--- config.mk ---
export PLATFORM = sky130hd
export DESIGN_NAME = nck_engine
export DESIGN_NICKNAME = d
export VERILOG_FILES = /design/src/rtl/nck_pkg.sv /design/src/rtl/nck_accum.sv /design/src/rtl/nck_span.sv /design/src/rtl/nck_engine.sv
export SDC_FILE = /design/constraint.sdc
export NUM_CORES = 1
export LEC_CHECK = 0
export BUFFER_PORTS_ARGS = -buffer_cell sky130_fd_sc_hd__buf_2
export CELL_PAD_IN_SITES_DETAIL_PLACEMENT = 1
export CELL_PAD_IN_SITES_GLOBAL_PLACEMENT = 2
export CORE_UTILIZATION = 36
export DETAILED_ROUTE_END_ITERATION = 10
export GPL_TIMING_DRIVEN = 0
export PLACE_DENSITY = 0.85
export SYNTH_ARGS = -nofsm -noshare
export SYNTH_HDL_FRONTEND = slang
export SYNTH_SLANG_ARGS = --single-unit
--- constraint.sdc ---
create_clock -name clk -period 5.2 [get_ports clk]
set_input_delay 0.26 -clock clk [delete_from_list [all_inputs] [get_ports clk]]
set_output_delay 0.26 -clock clk [all_outputs]
set_load 0.02 [all_outputs]
--- src/rtl/nck_pkg.sv ---
package nck_pkg;
   localparam int unsigned BYTE_W = 8;
   localparam int unsigned SUM_W  = 16;

   typedef enum logic [3:0] {
      S_IDLE, S_RD_HI, S_RD_LO, S_FOLD, S_RD_ODD,
      S_FOLD_ODD, S_WR_HI, S_WR_LO, S_DONE
   } nck_state_e;

   function automatic logic [SUM_W-1:0] nck_step(input logic [SUM_W-1:0] prev,
                                                  input logic [SUM_W-1:0] word);
      logic [SUM_W-1:0] d, a, b;
      d = prev ^ word;
      a = {12'h000, d[3:0]};
      b = {12'h000, d[7:4] ^ d[3:0]};
      return (prev >> 8) ^ (a << 3) ^ (a << 8) ^ b ^ (b << 7) ^ (b << 12);
   endfunction
endpackage

--- src/rtl/nck_accum.sv ---
module nck_accum
   import nck_pkg::*;
#(
   parameter logic [SUM_W-1:0] SEED = 16'hFFFF
) (
   input  logic             clk,
   input  logic             rst_n,
   input  logic             seed_i,
   input  logic             fold_i,
   input  logic [SUM_W-1:0] word_i,
   output logic [SUM_W-1:0] sum_o
);
   logic [SUM_W-1:0] sum_q;

   always_ff @(posedge clk or negedge rst_n) begin
      if (!rst_n)      sum_q <= SEED;
      else if (seed_i) sum_q <= SEED;
      else if (fold_i) sum_q <= nck_step(sum_q, word_i);
   end

   assign sum_o = sum_q;
endmodule

--- src/rtl/nck_span.sv ---
module nck_span #(
   parameter int unsigned AW = 8,
   parameter int unsigned CW = AW + 1
) (
   input  logic          clk,
   input  logic          rst_n,
   input  logic          load_i,
   input  logic [AW-1:0] base_i,
   input  logic [CW-1:0] len_i,
   input  logic          adv_i,
   output logic [AW-1:0] ptr_o,
   output logic [CW-1:0] rem_o,
   output logic [CW-1:0] rem_after_o
);
   localparam logic [AW-1:0] PAIR_A = AW'(2);
   localparam logic [CW-1:0] PAIR_C = CW'(2);

   generate
      if (AW < 2) begin : g_bad_aw
         $error("nck_span: AW must be at least 2");
      end
      if (CW <= AW) begin : g_bad_cw
         $error("nck_span: CW must exceed AW to cover a full memory");
      end
   endgenerate

   logic [AW-1:0] ptr_q;
   logic [CW-1:0] rem_q;

   always_ff @(posedge clk or negedge rst_n) begin
      if (!rst_n) begin
         ptr_q <= '0;
         rem_q <= '0;
      end else if (load_i) begin
         ptr_q <= base_i;
         rem_q <= len_i;
      end else if (adv_i) begin
         ptr_q <= ptr_q + PAIR_A;
         rem_q <= rem_q - PAIR_C;
      end
   end

   assign ptr_o       = ptr_q;
   assign rem_o       = rem_q;
   assign rem_after_o = rem_q - PAIR_C;
endmodule

--- src/rtl/nck_engine.sv ---
module nck_engine
   import nck_pkg::*;
#(
   parameter int unsigned AW = 8,
   parameter logic [15:0] SEED = 16'hFFFF
) (
   input  logic                 clk,
   input  logic                 rst_n,
   input  logic                 start_i,
   input  logic [AW-1:0]        start_addr_i,
   input  logic [AW:0]          count_i,
   input  logic [AW-1:0]        store_addr_i,
   output logic [AW-1:0]        mem_addr_o,
   output logic                 mem_rd_o,
   input  logic [BYTE_W-1:0]    mem_rdata_i,
   output logic                 mem_wr_o,
   output logic [BYTE_W-1:0]    mem_wdata_o,
   output logic                 busy_o,
   output logic                 done_o
);
   localparam int unsigned CW = AW + 1;
   localparam logic [AW-1:0] ONE_A = AW'(1);

   generate
      if (SUM_W != 2 * BYTE_W) begin : g_bad_w
         $error("nck_engine: checksum must be two bytes wide");
      end
   endgenerate

   nck_state_e state_q, state_d;
   logic [BYTE_W-1:0] hi_q;
   logic [AW-1:0]     store_q;
   logic [AW-1:0]     ptr;
   logic [CW-1:0]     rem, rem_after;
   logic [SUM_W-1:0]  sum, word;
   logic              accept, fold_en;

   function automatic nck_state_e route(input logic [CW-1:0] left);
      if (left >= CW'(2))      return S_RD_HI;
      else if (left == CW'(1)) return S_RD_ODD;
      else                     return S_WR_HI;
   endfunction

   assign accept  = (state_q == S_IDLE) && start_i;
   assign fold_en = (state_q == S_FOLD) || (state_q == S_FOLD_ODD);
   assign word    = (state_q == S_FOLD_ODD) ? {mem_rdata_i, 8'h00}
                                            : {hi_q, mem_rdata_i};

   nck_span #(.AW(AW), .CW(CW)) u_span (
      .clk         (clk),
      .rst_n       (rst_n),
      .load_i      (accept),
      .base_i      (start_addr_i),
      .len_i       (count_i),
      .adv_i       (state_q == S_FOLD),
      .ptr_o       (ptr),
      .rem_o       (rem),
      .rem_after_o (rem_after)
   );

   nck_accum #(.SEED(SEED)) u_accum (
      .clk    (clk),
      .rst_n  (rst_n),
      .seed_i (accept),
      .fold_i (fold_en),
      .word_i (word),
      .sum_o  (sum)
   );

   always_comb begin
      state_d = state_q;
      unique case (state_q)
         S_IDLE:     if (start_i) state_d = route(count_i);
         S_RD_HI:    state_d = S_RD_LO;
         S_RD_LO:    state_d = S_FOLD;
         S_FOLD:     state_d = route(rem_after);
         S_RD_ODD:   state_d = S_FOLD_ODD;
         S_FOLD_ODD: state_d = S_WR_HI;
         S_WR_HI:    state_d = S_WR_LO;
         S_WR_LO:    state_d = S_DONE;
         S_DONE:     state_d = S_IDLE;
         default:    state_d = S_IDLE;
      endcase
   end

   always_ff @(posedge clk or negedge rst_n) begin
      if (!rst_n) begin
         state_q <= S_IDLE;
         hi_q    <= '0;
         store_q <= '0;
      end else begin
         state_q <= state_d;
         if (accept)               store_q <= store_addr_i;
         if (state_q == S_RD_LO)   hi_q    <= mem_rdata_i;
      end
   end

   always_comb begin
      unique case (state_q)
         S_RD_LO: mem_addr_o = ptr + ONE_A;
         S_WR_HI: mem_addr_o = store_q;
         S_WR_LO: mem_addr_o = store_q + ONE_A;
         default: mem_addr_o = ptr;
      endcase
   end

   assign mem_rd_o    = (state_q == S_RD_HI) || (state_q == S_RD_LO) || (state_q == S_RD_ODD);
   assign mem_wr_o    = (state_q == S_WR_HI) || (state_q == S_WR_LO);
   assign mem_wdata_o = (state_q == S_WR_HI) ? sum[15:8] : sum[7:0];
   assign busy_o      = (state_q != S_IDLE);
   assign done_o      = (state_q == S_DONE);

   logic unused_rem;
   assign unused_rem = ^rem;
endmodule

* Word-level counts from Yosys, hierarchy flattened *
Cells that the tools add are included.

word-level totals
  bits in registers = 45
  latch bits = 0
  RAM bits = 0
  bits in read-only memories = 0
  output and inout port bits = 20
  logic and storage cells = 53
  memories = 0

cells by class
  $add $sub $neg = 4
  multiply operators = 0
  div/mod/pow operators = 0
  order comparisons = 2
  equal/unequal tests = 11
  shift operators = 0
  multiplexer cells = 15
  bitwise gates (word level) = 7
  reduce and logical (&&, ||, !) cells = 9

operators with widths
  operator                                                                              count
  16-bit two-way mux                                                                    2
  8-bit two-way mux                                                                     4
  4-bit one-hot mux with 8 select lines                                                 1
  8-bit one-hot mux with 3 select lines                                                 1
  9-bit by 1-bit equality test with 1-bit output (second input constant)                2
  9-bit by 2-bit greater-or-equal comparator with 1-bit output (second input constant)  2
  9-bit two-way mux                                                                     2
  8-bit by 1-bit adder with 8-bit output (second input constant)                        2
  4-bit by 3-bit equality test with 1-bit output (second input constant)                4
  16-bit by 11-bit XOR with 16-bit output                                               1
  16-bit by 12-bit XOR with 16-bit output                                               1
  16-bit XOR                                                                            1
  16-bit by 4-bit XOR with 16-bit output                                                1
  9-bit by 2-bit subtractor with 9-bit output (second input constant)                   1
  8-bit by 2-bit adder with 8-bit output (second input constant)                        1
  4-bit by 2-bit equality test with 1-bit output (second input constant)                2
  8-bit by 7-bit XOR with 8-bit output                                                  1
  8-bit XOR                                                                             1
  3-bit two-way mux                                                                     2
  4-bit by 1-bit equality test with 1-bit output (second input constant)                1
  4-bit equality test (second input constant)                                           1
  4-bit logical NOT                                                                     1
  1-bit logical OR                                                                      4
  2-bit two-way mux                                                                     2
  other kinds (6)                                                                       7

* Logic depth before layout (Yosys ltp) *
  depth after elaboration = 10
  mapped depth = 11

* By module *
A second synthesis with hierarchy kept.

second synthesis, totals
  cells, all modules = 368
  area total of the unflattened synthesis = 3,662.3 um^2

by module, submodules not included
  module      times used  cells an instance  area each (um^2)
  nck_engine  1           179                1,655.3
  nck_accum   1           82                 1,027.2
  nck_span    1           107                979.7

* Worst setup path after synthesis *
No wires, ideal clock.

  path type = register to output
  from = register state_q[3]
  to = output mem_addr_o[6]
  data arrival time = 2.209 ns
  data required time = 4.940 ns
  setup slack = 2.731 ns
  stages on the path, launching flop included = 12
  cells stage by stage = dfrtp_1 buf_2 nand4b_2 inv_2 nand2_1 o21ai_0 ha_1 nand2_1 nor2_1 xor2_1 mux2i_1 o21ai_0

on the way
  cells in the longest elaborated chain, start to end = 2
  elaborated cells on any way between the ends = 4

RTL lines
  what                                                                                                              line              source
  start: declaration                                                                                                nck_engine.sv:30  nck_state_e state_q, state_d;
  start signal: assignment                                                                                          nck_engine.sv:92  state_q <= state_d;
  4-bit by 3-bit equality test with 1-bit output or 4-bit by 2-bit equality test with 1-bit output (tied branches)  nck_engine.sv:99  unique case (state_q)
  8-bit one-hot mux with 3 select lines *                                                                           nck_engine.sv:99
  end: declaration                                                                                                  nck_engine.sv:13  output logic [AW-1:0] mem_addr_o,

Mark *: on every way between the ends. The rest lies on a longest branch, timed or not.

* Worst setup path in the final report *
  from = register state_q[1]
  to = output mem_addr_o[4]

The elaborated chain is that of the path after synthesis.

==> metrics.md <==
| Metric | Value |
|---|---|
| Status | finished, final reports clean |
| IO Pins | 56 |
| H-Tree Depth | 2 |
| Final hold vios | 0 |
| Crit path kind | reg2out |
| Hold Crit Class | in2async |
| Slew margin rel. | 30.4% |
| Die Width | 93.9 microns |
| Final wirelength | 8960 microns |
| ANT nets after route | 0 |
| Share of cells above drive strength 1 | 25.8% |
| Post-synth top area share | 23.9% |
| Syn. warnings | 0 |
| Cell area after synthesis | 0.00304 sq mm |
| Sequential area share after synthesis | 37.7% |
| N_diodes | 0 |
| Dominant synthesized flop cell | dfrtp_1 |
| Clk_skew | 14.5 ps |
| Crit-path max FO | 10 |
| Combinational power share | 57.5% |
| Post-synth EDFFs | 0 |
| DR DRC count | 0 |
| Fillers | 1000 |
| Power consumption | 2360 uW |
| Async S/R FF share, synth | 100% |
| Leakage power | 0.00153 uW |
| Synth top area cells | dfrtp_1, dfstp_2, xnor2_1 |
| Vias/cell | 5.52 |
| Area used by multi-input combinational logic | 0.00174 sq mm |
| Peak VDD IR | 0.230 mV |
| Clock sink count | 45 |
| Synth Register Bits | 45 |
| Slew Limit Fails | 0 |
| CTS Buf Count | 5 |
| Final core occ | 43.4% |
| Overall Global Routing Usage | 21.7% |
| Final setup fails | 0 |
| Starting Density | 37.2% |
| Post-DP Area | 0.00345 sq mm |
| Sw power | 1100 uW |
| Later-pin clock latency in the skew report | 310 ps |
| Antenna violations before repair | 0 |
| Synthesis-to-finish area growth | 16.8% |
| DRT Pass-1 Iters | 4 |
| Core ar. | 0.00818 sq mm |
| Hold Slack | 121 ps |
| Cell with the most instances after synthesis | nand2_1 |
| Max-cap violations | 0 |
| Port bufs | 55 |
| CP Launch Type | register |
| Syn nets | 380 |
| Setup Buffers After CTS | 0 |
| Layout Nets | 442 |
| RD Place Congestion | 0.862 |
| Global-route wire length before repair | 14600 microns |
| Avg Cell Area, Syn | 8.94 sq um |
| 1st-iter DRT viols | 77 |
| Tcrit/Tclk final | 58.4% |
| Worst Setup End Kind | primary output |
| CP Data Required Time | 4940 ps |
| Setup TNS | 0 ps |
| Worst-Margin Slew | 1040 ps |
| Clk network pwr share | 10.6% |
| Largest net degree at the start of global routing | 46 |
| DR vias | 2804 |
| CTS resizes | 0 |
| CP Data Arrival Time | 2780 ps |
| Worst-path clk slew | 90 ps |
| P per Cell Area | 666 mW/mm^2 |
| Post-synth top cells | nand2_1, dfrtp_1, nor2_1, xnor2_1, o21ai_0 |
| Die area | 0.00881 sq mm |
| Synth Instances | 340 |
| DR WL/cell | 17.6 microns |
| Min Clock Period, post-route | 3040 ps |
| CTS Buffer Depth | 2 |
| Row cnt | 33 |
| Synth area leader | dfrtp_1 |
| Final Cell Area | 0.00355 sq mm |
| Max Freq | 329 MHz |
| Vias in the first global route | 2877 |
| DIE HEIGHT | 93.9 microns |
| Gr ovfl total | 0 |
| Setup repair after global routing missed its margin | false |
| Reg power frac | 31.9% |
| Switching Share | 46.6% |
| Register area | 0.00115 sq mm |
| CTS tree | built |
| DP HPWL | 6550 microns |
| CTS root buffer | clkbuf_8 |
| Cell Int Power | 1260 uW |
| Hold buffers post-CTS | 0 |
| Post-synthesis cell type count | 57 |
==> per-layer routing <==
metal / global-route usage [%] / part of all wire (%) / vias to the layer above
li1: - / - / 1342
met1: 29.0 / 49 / 1413
met2: 35.8 / 47 / 43
met3: 4.21 / 2.7 / 6
met4: 5.26 / 1.0 / 0
met5: 0 / 0 / -
==> worst max-delay path, stage by stage, from the launching register on <==
cell	delay (ps)
dfrtp_1	470
buf_4	220
nand4b_2	250
inv_2	280
nand2_1	80
o21ai_0	80
ha_1	300
nand3_1	130
xor2_1	170
nand2_1	70
o21ai_0	80
o21ai_0	160
buf_2	190
==> worst paths after layout <==
check	startpoint	endpoint	slack [ps]	cells past startpoint
worst max register to register	u_span.rem_o[1]	state_q[1]	3010	7
min in group clk	store_addr_i[4]	store_q[4]	140	3
worst min register to register	u_accum.sum_o[11]	u_accum.sum_o[11]	520	2
worst min-delay path	rst_n	u_span.ptr_o[3]	120	1
max in group asynchronous	rst_n	u_span.rem_o[1]	4420	1
worst max-delay path	state_q[1]	mem_addr_o[4]	2160	12
==> stage by stage <==
step / instances / setup slack (ps)
finish: 508 / 2160
global route: 508 / 1930
CTS: 508 / 2170
detailed placement: 500 / 2510
global placement: 500 / 2600
floorplan: 340 / 2730
==> state kept, by name (all words and copies together), names as in the netlist <==
register / count
u_span.ptr_o: 8
u_span.rem_o: 9
u_accum.sum_o: 16
store_q: 8
state_q: 4
==> cells in the final DEF (no fill, tap or decap), drive strengths merged, types with 2 or more instances in the layout <==
master / netlist / final
a21oi: 5 / 5
ha: 4 / 4
a31oi: 8 / 8
mux2i: 4 / 4
dfstp: 16 / 16
mux2: 8 / 8
buf: 11 / 66
nor4: 5 / 5
xnor2: 27 / 27
or3: 4 / 4
and2: 2 / 2
a22oi: 7 / 7
o22a: 13 / 13
dfrtp: 29 / 29
nor3: 6 / 6
nand2: 57 / 57
nand4: 3 / 3
nand3: 7 / 7
a221o: 7 / 7
xor2: 14 / 14
o21ai: 23 / 23
o32ai: 2 / 2
inv: 12 / 12
nor2: 27 / 27
and3: 2 / 2
clkbuf: 9 / 16
a211oi: 5 / 5
==> power groups by stage <==
stage	sequential, uW	combinational (uW)	clock, uW
floorplan	689	1040	0
global placement	743	1320	0
detailed placement	755	1360	0
CTS	749	1370	259
global route	775	1510	276
finish	754	1360	250
==> final cells by class <==
cell class	instances	share of cell area (%)
multi-input cells	263	49.0
flip-flops and latches	45	32.3
repair buffers	55	7.76
well taps	105	3.70
plain buffers	20	3.07
clock buffers	7	2.75
inverters	12	1.27
clock inverters	1	0.141
==> cells by family after synthesis <==
logic type / share of synthesized area [%]
AND/OR/NAND/NOR: 19.8
flip-flops: 37.7
adder cells (fa/ha/maj): 1.65
AO/OA/AOI/OAI: 18.9
multiplexers: 4.28
XOR/XNOR: 12.6
buffers and inverters: 5.06
(Power assumes the default switching activity.)
